===== src/rtl/mdio_pkg.sv =====
package mdio_pkg;
  localparam int FRAME_BITS = 64;
  localparam int PRE_BITS   = 32;
  localparam logic [5:0] IDX_TA0   = 6'd46;
  localparam logic [5:0] IDX_TA1   = 6'd47;
  localparam logic [5:0] IDX_DATA  = 6'd48;
  localparam logic [5:0] IDX_LAST  = 6'd63;
  localparam logic [5:0] IDX_NOPRE = 6'd32;

  localparam logic [1:0] ADDR_CTRL  = 2'd0;
  localparam logic [1:0] ADDR_CMD   = 2'd1;
  localparam logic [1:0] ADDR_ALIVE = 2'd2;

  localparam int BIT_GO    = 31;
  localparam int BIT_WR    = 30;
  localparam int BIT_IDLE  = 31;
  localparam int BIT_EN    = 30;
  localparam int BIT_NOPRE = 20;

  typedef struct packed {
    logic        wr;
    logic [4:0]  regad;
    logic [4:0]  phy;
    logic [15:0] data;
  } mdio_cmd_t;
endpackage


===== src/rtl/mdio_clkdiv.sv =====
module mdio_clkdiv #(
  parameter int DIV_W = 8
) (
  input  logic             clk,
  input  logic             rst,
  input  logic             run,
  input  logic [DIV_W-1:0] div,
  output logic             mdc,
  output logic             rise,
  output logic             fall
);
  localparam int CW = DIV_W + 1;

  logic [CW-1:0] per, hi_len, lo_len, cnt, lim;
  logic          tick;

  always_comb begin
    per    = (div == '0) ? CW'(2) : ({1'b0, div} + CW'(1));
    hi_len = per >> 1;
    lo_len = per - hi_len;
    lim    = (mdc ? hi_len : lo_len) - CW'(1);
    tick   = run && (cnt == lim);
  end

  assign rise = tick && !mdc;
  assign fall = tick && mdc;

  always_ff @(posedge clk) begin
    if (rst || !run) begin
      cnt <= '0;
      mdc <= 1'b0;
    end else if (tick) begin
      cnt <= '0;
      mdc <= ~mdc;
    end else begin
      cnt <= cnt + CW'(1);
    end
  end
endmodule


===== src/rtl/mdio_shifter.sv =====
module mdio_shifter
  import mdio_pkg::*;
(
  input  logic        clk,
  input  logic        rst,
  input  logic        start,
  input  mdio_cmd_t   cmd,
  input  logic        skip_pre,
  input  logic        rise,
  input  logic        fall,
  input  logic        mdio_i,
  output logic        active,
  output logic        mdio_o,
  output logic        mdio_oe,
  output logic        done,
  output logic [15:0] rd_data,
  output logic        responded
);
  logic [FRAME_BITS-1:0] frame_q, full;
  logic [5:0]            idx_q, idx_nx;
  logic                  rd_q;
  logic [15:0]           shin_q;

  always_comb begin
    full = {32'hFFFF_FFFF, 2'b01, (cmd.wr ? 2'b01 : 2'b10), cmd.phy, cmd.regad,
            (cmd.wr ? 2'b10 : 2'b11), (cmd.wr ? cmd.data : 16'hFFFF)};
    idx_nx = idx_q + 6'd1;
  end

  assign done    = active && fall && (idx_q == IDX_LAST);
  assign mdio_o  = frame_q[FRAME_BITS-1];
  assign rd_data = shin_q;

  always_ff @(posedge clk) begin
    if (rst) begin
      active    <= 1'b0;
      frame_q   <= '0;
      idx_q     <= '0;
      rd_q      <= 1'b0;
      shin_q    <= '0;
      responded <= 1'b0;
      mdio_oe   <= 1'b0;
    end else if (start) begin
      active    <= 1'b1;
      rd_q      <= !cmd.wr;
      frame_q   <= skip_pre ? {full[PRE_BITS-1:0], {PRE_BITS{1'b0}}} : full;
      idx_q     <= skip_pre ? IDX_NOPRE : 6'd0;
      shin_q    <= '0;
      responded <= 1'b0;
      mdio_oe   <= 1'b1;
    end else if (active) begin
      if (rise) begin
        if (rd_q && idx_q == IDX_TA1) responded <= !mdio_i;
        if (rd_q && idx_q >= IDX_DATA) shin_q <= {shin_q[14:0], mdio_i};
      end
      if (fall) begin
        if (idx_q == IDX_LAST) begin
          active  <= 1'b0;
          mdio_oe <= 1'b0;
          frame_q <= '0;
        end else begin
          idx_q   <= idx_nx;
          frame_q <= {frame_q[FRAME_BITS-2:0], 1'b0};
          mdio_oe <= !(rd_q && idx_nx >= IDX_TA0);
        end
      end
    end
  end
endmodule


===== src/rtl/mdio_regs.sv =====
module mdio_regs
  import mdio_pkg::*;
#(
  parameter int DIV_W = 8
) (
  input  logic             clk,
  input  logic             rst,
  input  logic             reg_wr,
  input  logic [1:0]       reg_addr,
  input  logic [31:0]      reg_wdata,
  input  logic             busy,
  input  logic             done,
  input  logic [15:0]      rd_data,
  input  logic             responded,
  output logic [31:0]      reg_rdata,
  output logic             start,
  output mdio_cmd_t        cmd_in,
  output mdio_cmd_t        held_cmd,
  output logic             skip_pre,
  output logic             ctrl_en,
  output logic [DIV_W-1:0] div
);
  logic [31:0] alive_q, rd_v;
  logic        unused_wbits;

  assign unused_wbits = ^reg_wdata;
  assign cmd_in   = '{wr: reg_wdata[BIT_WR], regad: reg_wdata[25:21],
                      phy: reg_wdata[20:16], data: reg_wdata[15:0]};
  assign start    = reg_wr && (reg_addr == ADDR_CMD) && reg_wdata[BIT_GO] && ctrl_en && !busy;

  always_ff @(posedge clk) begin
    if (rst) begin
      ctrl_en  <= 1'b0;
      skip_pre <= 1'b0;
      div      <= '0;
      held_cmd <= '0;
      alive_q  <= '0;
    end else begin
      if (reg_wr && reg_addr == ADDR_CTRL && !busy) begin
        ctrl_en  <= reg_wdata[BIT_EN];
        skip_pre <= reg_wdata[BIT_NOPRE];
        div      <= reg_wdata[DIV_W-1:0];
      end
      if (start) held_cmd <= cmd_in;
      if (done && !held_cmd.wr) begin
        held_cmd.data          <= rd_data;
        alive_q[held_cmd.phy]  <= responded;
      end
    end
  end

  always_comb begin
    rd_v = '0;
    case (reg_addr)
      ADDR_CTRL: begin
        rd_v[BIT_IDLE]    = !busy;
        rd_v[BIT_EN]      = ctrl_en;
        rd_v[BIT_NOPRE]   = skip_pre;
        rd_v[DIV_W-1:0]   = div;
      end
      ADDR_CMD: begin
        rd_v[BIT_GO]  = busy;
        rd_v[BIT_WR]  = held_cmd.wr;
        rd_v[25:21]   = held_cmd.regad;
        rd_v[20:16]   = held_cmd.phy;
        rd_v[15:0]    = held_cmd.data;
      end
      ADDR_ALIVE: rd_v = alive_q;
      default:    rd_v = '0;
    endcase
  end

  always_ff @(posedge clk) begin
    if (rst) reg_rdata <= '0;
    else     reg_rdata <= rd_v;
  end
endmodule


===== src/rtl/mdio_master.sv =====
module mdio_master
  import mdio_pkg::*;
#(
  parameter int DIV_W = 8
) (
  input  logic        clk,
  input  logic        rst,
  input  logic        reg_wr,
  input  logic [1:0]  reg_addr,
  input  logic [31:0] reg_wdata,
  output logic [31:0] reg_rdata,
  output logic        mdc,
  output logic        mdio_o,
  output logic        mdio_oe,
  input  logic        mdio_i
);
  logic             busy, done, start, skip_pre, ctrl_en, rise, fall, responded;
  logic [15:0]      rd_data;
  logic [DIV_W-1:0] div;
  mdio_cmd_t        cmd_in, held_cmd;

  mdio_regs #(.DIV_W(DIV_W)) u_regs (
    .clk(clk), .rst(rst), .reg_wr(reg_wr), .reg_addr(reg_addr), .reg_wdata(reg_wdata),
    .busy(busy), .done(done), .rd_data(rd_data), .responded(responded),
    .reg_rdata(reg_rdata), .start(start), .cmd_in(cmd_in), .held_cmd(held_cmd),
    .skip_pre(skip_pre), .ctrl_en(ctrl_en), .div(div)
  );

  mdio_clkdiv #(.DIV_W(DIV_W)) u_clk (
    .clk(clk), .rst(rst), .run(busy), .div(div), .mdc(mdc), .rise(rise), .fall(fall)
  );

  mdio_shifter u_shift (
    .clk(clk), .rst(rst), .start(start), .cmd(cmd_in), .skip_pre(skip_pre),
    .rise(rise), .fall(fall), .mdio_i(mdio_i), .active(busy), .mdio_o(mdio_o),
    .mdio_oe(mdio_oe), .done(done), .rd_data(rd_data), .responded(responded)
  );
endmodule


===== config.mk =====
export PLATFORM = sky130hd
export DESIGN_NAME = mdio_master
export DESIGN_NICKNAME = d
export VERILOG_FILES = /design/src/rtl/mdio_pkg.sv /design/src/rtl/mdio_clkdiv.sv /design/src/rtl/mdio_shifter.sv /design/src/rtl/mdio_regs.sv /design/src/rtl/mdio_master.sv
export SDC_FILE = /design/constraint.sdc
export NUM_CORES = 1
export LEC_CHECK = 0
export BUFFER_PORTS_ARGS = -buffer_cell sky130_fd_sc_hd__buf_2
export CORE_MARGIN = 2
export CORE_UTILIZATION = 55
export CTS_BUF_LIST = sky130_fd_sc_hd__clkbuf_4
export CTS_CLUSTER_DIAMETER = 60
export DETAILED_ROUTE_END_ITERATION = 7
export PLACE_DENSITY = 0.83
export SYNTH_ARGS = -nofsm -noshare
export SYNTH_HDL_FRONTEND = slang
export SYNTH_HIERARCHICAL = 1
export SYNTH_SLANG_ARGS = --single-unit

===== constraint.sdc =====
create_clock -name clk -period 5.5 [get_ports clk]
set_clock_uncertainty 0.15 [all_clocks]
set_input_delay 0.275 -clock clk [delete_from_list [all_inputs] [get_ports clk]]
set_output_delay 0.275 -clock clk [all_outputs]
set_load 0.1 [all_outputs]

Word level (Yosys, flattened, before mapping)
Index checks and enable logic that the tools add are counted.

word-level totals
  output and inout bits = 35
  bits in registers = 201

cells by class
  order comparisons = 4
  reductions and logical operators = 35
  bitwise logic cells = 2
  $add $sub $neg = 5
  muxes and demuxes = 33
  equal/unequal tests = 6

operator list
  kind                                                                           number
  64-bit two-way mux                                                             5
  16-bit two-way mux                                                             3
  32-bit bitwise mux                                                             1
  6-bit two-way mux                                                              5
  12-bit case mux with 2 select lines                                            1
  8-bit case mux with 3 select lines                                             1
  9-bit two-way mux                                                              2
  1-bit logical AND                                                              16
  6-bit == test (second input constant)                                          2
  6-bit >= comparator (second input constant)                                    2
  1-bit two-way mux                                                              10
  5-bit case mux with 2 select lines                                             1
  8-bit by 1-bit adder with 9-bit output (second input constant)                 1
  9-bit by 1-bit adder with 9-bit output (second input constant)                 1
  9-bit == test                                                                  1
  3-bit AND reduction                                                            3
  9-bit by 1-bit subtractor with 9-bit output (second input constant)            1
  9-bit by 8-bit subtractor with 9-bit output                                    1
  8-bit logical NOT                                                              1
  6-bit by 1-bit adder with 6-bit output (second input constant)                 1
  1-bit logical NOT                                                              6
  5-bit by 6-bit less-than comparator with 1-bit output (second input constant)  1
  2-bit case mux with 3 select lines                                             1
  2-bit nonzero test                                                             3
  other kinds (12)                                                               15

Logic depth before layout (Yosys ltp)
Gate-level depths: netlist (run 1).

  depth after elaboration = 12
  gate-level depth with buffers = 24

Modules after synthesis
Netlist (run 1), hierarchy kept.

modules (own cells, without submodules)
  module        times used  seq. area each (µm²)  area each (µm²)  cells an instance
  mdio_regs     1           2021.9                4346.7           471
  mdio_shifter  1           1801.7                3963.8           500
  mdio_clkdiv   1           200.2                 1597.8           205

Worst setup path before layout (run 1)
Ideal clock, no wire load.

  path type = register -> register
  start = reg u_regs.div[2]
  end = reg u_regs.alive_q[17]
  clock period less this slack = 5.205 ns
  data required time = 5.218 ns
  stages on the path, launching flop included = 24
  setup slack = 0.295 ns
  data arrival time = 4.923 ns
  cells stage by stage = dfxtp_1 > nor3_1 > a41oi_1 > inv_1 > ha_1 > inv_1 > fa_1 > a211oi_2 > o21bai_1 > a2bb2o_4 > a2111o_1 > xnor2_2 > nand3b_1 > or3_1 > a31oi_2 > and2_2 > and2_4 > clkbuf_1 > nand3_1 > inv_1 > nor4bb_1 > buf_2 > nand2_1 > mux2i_1

on the way
  cells in the longest elaborated chain, start to end = 11

RTL lines
  item                                                                                RTL line            RTL
  from (decl)                                                                         mdio_regs.sv:21     output logic [DIV_W-1:0] div
  from (signal assigned)                                                              mdio_regs.sv:42     div <= reg_wdata[DIV_W-1:0];
  8-bit by 1-bit adder with 9-bit output / 8-bit logical NOT (equally long branches)  mdio_clkdiv.sv:18   per = (div == '0) ? CW'(2) : ({1'b0, div} + CW'(1));
  9-bit two-way mux *                                                                 mdio_clkdiv.sv:18
  9-bit by 8-bit subtractor with 9-bit output                                         mdio_clkdiv.sv:20   lo_len = per - hi_len;
  9-bit two-way mux *                                                                 mdio_clkdiv.sv:21   lim = (mdc ? hi_len : lo_len) - CW'(1);
  9-bit by 1-bit subtractor with 9-bit output *                                       mdio_clkdiv.sv:21
  9-bit == test *                                                                     mdio_clkdiv.sv:22   tick = run && (cnt == lim);
  1-bit logical AND *                                                                 mdio_clkdiv.sv:22
  1-bit logical AND *                                                                 mdio_clkdiv.sv:26   assign fall = tick && mdc;
  via fall                                                                            mdio_master.sv:17   logic busy, done, start, skip_pre, ctrl_en, rise, fall, responded;
  1-bit logical AND * (2 in a row)                                                    mdio_shifter.sv:30  assign done = active && fall && (idx_q == IDX_LAST);
  via done                                                                            mdio_master.sv:17
  1-bit logical AND *                                                                 mdio_regs.sv:45     if (done && !held_cmd.wr) begin
  to (signal, indexed assignment)                                                     mdio_regs.sv:47     alive_q[held_cmd.phy] <= responded;
  to (decl)                                                                           mdio_regs.sv:23     logic [31:0] alive_q, rd_v;

Mark *: on every way through the listed nets, which the timed path passes. The rest lies on a longest branch.
A chain may end at the register's enable or synchronous reset.

Final worst setup path (run 1)
  start = reg u_regs.div[0]
  end = reg u_regs.alive_q[0]

Same word-level chain as after synthesis.

==> results of run 1 <==
-- cells in the final DEF, fill, tap and decap left out, drive strengths merged, types with 3 or more instances in the layout --
cell type / n
nor4: 14
a211oi: 24
nand2b: 42
a31oi: 9
nor3: 21
nand3b: 4
clkbuf: 64
a21oi: 96
mux2i: 44
nand4: 9
nand2: 128
a21o: 5
nor3b: 5
clkinv: 19
o21a: 4
a22oi: 17
o22ai: 27
a21boi: 3
xnor2: 14
a311oi: 19
dlygate4sd3: 32
ha: 18
a221oi: 3
nor2: 108
inv: 25
xor2: 12
and3b: 4
nand3: 48
a222oi: 10
and3: 8
or2: 3
or3: 28
o21ai: 57
buf: 101
dfxtp: 201
and2: 11
-- layer usage --
layer / up-vias / track usage [%]
li1: 4320 / -
met1: 4296 / 32.9
met2: 448 / 45.0
met3: 73 / 4.54
met4: 0 / 11.7
met5: - / 0
-- area by class of cell --
cell class	instances	area, µm²
Tap cell	229	287
Timing Repair Buffer	133	931
Clock inverter	21	116
Multi-Input combinational cell	833	5200
Sequential cell	201	4030
Fill cell	1444	6710
Clock buffer	64	480
Inverter	24	90.1
-- how the worst max path moves through the flow --
stage	startpoint	to	slack [ns]
after CTS	u_regs/div[0]$_SDFFE_PP0P_	u_regs/alive_q[5]$_SDFFE_PP0P_	0.03
after detailed placement	u_regs/div[1]$_SDFFE_PP0P_	u_regs/alive_q[1]$_SDFFE_PP0P_	0.05
final	u_regs/div[0]$_SDFFE_PP0P_	u_regs/alive_q[0]$_SDFFE_PP0P_	0.24
after global placement	u_regs/div[1]$_SDFFE_PP0P_	u_regs/alive_q[17]$_SDFFE_PP0P_	0.14
after global routing	u_regs/div[0]$_SDFFE_PP0P_	u_regs/alive_q[0]$_SDFFE_PP0P_	-0.05
after floorplan	u_regs/div[2]$_SDFFE_PP0P_	u_regs/alive_q[17]$_SDFFE_PP0P_	0.29
-- sequential cells by signal, summed over array words and instances (netlist names), 6 cells and up --
| name | count |
|---|---|
| u_shift/idx_q | 6 |
| u_regs/held_cmd | 27 |
| u_clk/cnt | 9 |
| u_regs/div | 8 |
| u_regs/alive_q | 32 |
| u_shift/rd_data | 16 |
| u_shift/frame_q | 64 |
| u_regs/reg_rdata | 32 |
-- synthesized netlist by cell type (17+ instances only) --
library cell | count | area, µm²
a211oi_1 | 21 | 158
a21oi_1 | 95 | 475
a22oi_1 | 17 | 128
a311oi_1 | 19 | 166
buf_2 | 35 | 175
buf_4 | 31 | 233
clkbuf_1 | 37 | 139
dfxtp_1 | 201 | 4020
ha_1 | 18 | 225
inv_1 | 23 | 86.3
mux2i_1 | 44 | 440
nand2_1 | 128 | 480
nand2b_1 | 42 | 263
nand3_1 | 46 | 230
nor2_1 | 108 | 405
nor3_1 | 20 | 100
o21ai_0 | 57 | 285
o22ai_1 | 27 | 169
or3_1 | 28 | 175
-- metrics by stage --
step           instance area (µm²)  total power, mW
6_report                     11100             3.01
5_1_grt                      11100             3.13
4_1_cts                      11000             3.00
3_5_place_dp                 10100             1.80
3_3_place_gp                 10100             1.79
2_1_floorplan                 9910             1.73
-- repair_timing --
| action | CTS | global route |
|---|---|---|
| gates resized for setup | 0 | 17 |
| buffers inserted | 0 | 3 |
| hold buffers | 32 | 0 |
| endpoints found under the setup margin | 0 | 100 |
| endpoints found under the hold margin | 98 | 0 |
-- cell families after synthesis --
kind of cell	after synthesis	synth area share, %
fa+ha+maj	19	2.48
compound gates	295	19.5
simple gates	447	22.6
flops	201	40.6
buf+inv	142	7.78
mux	46	4.67
xor+xnor	26	2.37
-- power breakdown --
group,internal (mW),leakage [nW],switching [mW]
Clock,0.595,0.348,0.611
Combinational,0.144,2.32,0.193
Sequential,1.46,1.62,0.00486
Total,2.20,4.29,0.809
-- tightest hold or removal path, stage by stage --
cell      delay (ns)
buf_2           0.10
nand4b_2        0.09
buf_4           0.24
o21ai_0         0.18
a21oi_1         0.07
==> impl_metrics.toml, run 1 <==
[timing]
finalCriticalPeriod_ns = 5.26
whs_ns = 0.152
fmax_ghz = 0.190
slew_viol_final = 0
relSlewSlack_pct = 18.7
fin_ws_ns = 0.235
fin_tns_setup_ns = 0
period_share_pct = 95.7
setup_viol_count_final = 0
finalHoldViolCount = 0
worst_pin_slew_ns = 1.22

[hold_path]
worstHoldPathCells = 5
hp-start = "reg_wdata[31]"
hold_path_class = "input port to flop"
hold_end = "u_regs/held_cmd[17]$_SDFFE_PP0P_"

[cts]
htree_levels = 2
cts_sinks = 201
clkSlewWorstSetupHoldPaths_ns = 0.07
clkLatencyLatePin_ns = 0.69
cts_max_path_buffers = 3
cts_tree = "done"
cts-root-buf = "clkbuf_4"
cts-buffers-inserted = 50

[synthesis]
synth_area_mm2 = 0.00991
synth_edf_count = 0
syn-num-nets = 1233
yosys_warnings = 6
ys_seq_elements = 201
seq_area_frac_synth_pct = 40.6
async_flop_share_pct = 0
ys_types = 83
syn_area_per_cell_um2 = 8.43
ys.flop_type = "dfxtp_1"
postSynthCellCount = 1176

[run]
maxCapViolations = 0

[cells_and_area]
final_nets = 1300
post-route-util_pct = 62.4
synthToLayoutAreaGrowth_pct = 12.3
fin_cells = 1505
drive_above_1_share_pct = 16.5
diodes = 0

[critical_path]
cp-end-kind = "flop"
slowest_delay_ns = 0.63
cp_slowest_cell = "or4b_2"
cpLargestDelayFamily = "simple AND/OR/NAND/NOR gates"
cp.depth = 23
cp.required_ns = 5.79
crit_arrival_ns = 5.56
r2r_end = "u_regs/alive_q[0]$_SDFFE_PP0P_"
timing.critical_path.mode_cell = "inv_1"
r2r_slack_ns = 0.24
cp_max_fo = 8
path_cells = "inv_1 > ha_1 > a41oi_2 > inv_1 > ha_1 > inv_1 > fa_1 > mux2i_1 > ha_2 > xnor2_1 > or4b_2 > a211oi_2 > nand4_1 > a31oi_2 > and2_2 > and2_4 > nand3_1 > inv_2 > buf_4 > nor4b_4 > buf_6 > nand2_1 > mux2i_1"
reg2reg_depth = 23
crit_type = "flop to flop"
reg2reg_from = "u_regs/div[0]$_SDFFE_PP0P_"
critPathBufInv = 6
start_kind = "flop"

[floorplanning]
dieArea_mm2 = 0.0191
rows = 49
die_h_um = 138
pin_count = 73
dieWidth_um = 138
start_util_pct = 55.5
core_area_mm2 = 0.0178

[drt]
vias_per_cell = 6.07
wl_met2_mm = 12.8
wl_met1_mm = 10.6
drt_wl_total_mm = 26.3
ant_nets = 0
drtIter0Drc = 965
dr_wl_met3_mm = 2.04
top_layer_used = "met4"
routedWlPerCell_um = 17.5
via_count = 9137
drt_first_pass_iters = 7
drc_errors = 0

[place]
gp_congestion = 0.850
place_ws_ns = 0.0547
dp.cells = 1385
io_buffers = 68
place_hpwl_mm = 16.2

[grt]
grt_pass1_vias = 8801
antenna_found_initial = 0
grt_remaining_overflow = 0
grt_pass1_wl_mm = 42.6
grt_max_degree = 101
grtUsageTotal_pct = 26.4

[power]
p_per_area_mw_per_mm2 = 270
total_leakage_power_nw = 4.29
ir_worst_vdd_mv = 0.173

[status]
status = "finished, final reports clean"
(Power assumes the default switching activity.)
==> inputs of run 2 (changes only) <==
- CELL_PAD_IN_SITES_DETAIL_PLACEMENT: not set -> 0
- CELL_PAD_IN_SITES_GLOBAL_PLACEMENT: not set -> 2
- CORE_UTILIZATION: 55 -> 35
- PLACE_DENSITY: 0.83 -> 0.85
==> run 2 against run 1 <==
Compared with the run above: cell count grew 11%; via count is 3.3% lower; critical endpoint is now u_shift/frame_q[36]$_SDFFE_PP0P_; cell area up 2.9%; sequential cell count unchanged; first-iteration DRC count down 46%; sequential share of layout area decreased by 1.0 points.
==> impl_metrics.toml, run 2 (synthesis gave the netlist of run 1 again) <==
[status]
status = "finished, final reports clean"

[drt]
ant_nets = 0
drt_first_pass_iters = 5
drc_errors = 0
drt_wl_total_mm = 27.6
vias_per_cell = 5.30
routedWlPerCell_um = 16.5
drtIter0Drc = 522
via_count = 8839

[timing]
period_share_pct = 95.4
whs_ns = 0.0594
finalHoldViolCount = 0
relSlewSlack_pct = 17.9
fmax_ghz = 0.191
fin_ws_ns = 0.252
finalCriticalPeriod_ns = 5.25
setup_viol_count_final = 0
slew_viol_final = 0
worst_pin_slew_ns = 1.23

[cts]
cts_tree = "done"
cts-buffers-inserted = 54
htree_levels = 2
cts_sinks = 201
cts_max_path_buffers = 3
cts-root-buf = "clkbuf_4"
clkSlewWorstSetupHoldPaths_ns = 0.07
clkLatencyLatePin_ns = 0.67

[critical_path]
reg2reg_from = "u_regs/div[0]$_SDFFE_PP0P_"
cp-startpoint = "u_regs/div[0]$_SDFFE_PP0P_"
start_kind = "flop"
cp.required_ns = 5.91
cp-end-kind = "flop"
cp_slowest_cell = "a2111o_1"
crit_type = "flop to flop"
crit_arrival_ns = 5.65
path_cells = "inv_1 > ha_1 > a41oi_2 > inv_1 > buf_4 > fa_2 > a211oi_4 > o21bai_1 > a2bb2o_4 > a2111o_1 > xnor2_2 > nand3b_1 > or3_1 > a31oi_4 > and2_4 > and2_4 > buf_4 > nor2_4 > buf_4 > or3_1 > a21oi_1"
timing.critical_path.mode_cell = "buf_4"
cp_max_fo = 17
slowest_delay_ns = 0.49

[cells_and_area]
synthToLayoutAreaGrowth_pct = 15.6
final_nets = 1311
largest_reg_flops = 64
stdcell_area_mm2 = 0.0115
drive_above_1_share_pct = 17.8
top_regs = "u_shift/frame_q (64), u_regs/alive_q (32), u_regs/reg_rdata (32)"
final_cell_mix = "dfxtp_1, nand2_1, nor2_1"
nFillCells = 2891
top_register = "u_shift/frame_q"
final_common_cell = "dfxtp_1"

[grt]
grt_max_degree = 82
antenna_found_initial = 1
grt_remaining_overflow = 0
grt_pass1_wl_mm = 43.9
grt_pass1_vias = 8456
grtUsageTotal_pct = 18.5

[place]
place_hpwl_mm = 18.0
place_area_mm2 = 0.0104
gp_congestion = 0.794
io_buffers = 68
place_ws_ns = 0.0321

[power]
p_total_mw = 3.12
ir_worst_vdd_mv = 0.126
p_per_area_mw_per_mm2 = 272
total_leakage_power_nw = 4.39

[hold_path]
hp-start = "rst"
hold_path_class = "input port to flop"

[floorplanning]
start_util_pct = 35.6
dieArea_mm2 = 0.0297
rows = 61
pin_count = 73
core_area_mm2 = 0.0279
dieWidth_um = 172
die_h_um = 172

[run]
maxCapViolations = 0
[run 2: routing by layer]
layer	share of wire, %	vias up	track usage [%]
met2	48	205	31.2
met1	46	4226	24.2
met3	4.0	46	3.04
met5	0	-	0
met4	1.9	0	5.52
li1	-	4362	-
[run 2: layout make-up]
type | instances | area, µm² | share of cell area, %
clock buffers | 71 | 533 | 4.65
inverters | 24 | 90.1 | 0.786
multi-input cells | 834 | 5220 | 45.6
repair buffers | 139 | 976 | 8.52
flip-flops and latches | 201 | 4030 | 35.1
well taps | 378 | 473 | 4.13
diodes | 1 | 2.50 | 0.0218
clock inverters | 21 | 133 | 1.16
[run 2: where the power goes]
part | internal [mW] | switching, mW
logic | 0.154 | 0.196
clock network | 0.691 | 0.611
registers | 1.46 | 0.00401
[run 2: path summary, 6_finish.rpt]
check                                                   endpoint  slack [ns]  depth (start not counted)
worst max-delay path            u_shift/frame_q[36]$_SDFFE_PP0P_        0.25                         21
worst min-delay path                   u_shift/rd_q$_SDFFE_PP0P_        0.06                          2
worst max register to register  u_shift/frame_q[36]$_SDFFE_PP0P_        0.25                         21
worst min register to register  u_shift/frame_q[37]$_SDFFE_PP0P_        0.30                          2
[run 2: through the flow]
step	cells	util (%)	setup TNS (ns)
global placement	1545	37.3	0
detailed placement	1545	37.3	0
floorplan	1176	-	0
finish	1669	41.1	0
global route	1669	41.1	-0.0322
CTS	1668	40.8	0
[run 2: critical path: cells and delay by family (launching register included)]
| kind | cells | cell delay (ns) |
|---|---|---|
| flops | 1 | 0.37 |
| buf+inv | 5 | 0.73 |
| xor+xnor | 1 | 0.21 |
| compound gates | 7 | 1.73 |
| fa+ha+maj | 2 | 0.73 |
| simple gates | 6 | 1.23 |
[run 2: repair_timing]
action                                  CTS  global route
gates cloned                              1             0
setup buffers                             0             0
hold endpoints to repair                100             0
gates resized for setup                   0            18
endpoints found under the setup margin    4           124
hold buffers                             30             0
pin swaps                                 1             3
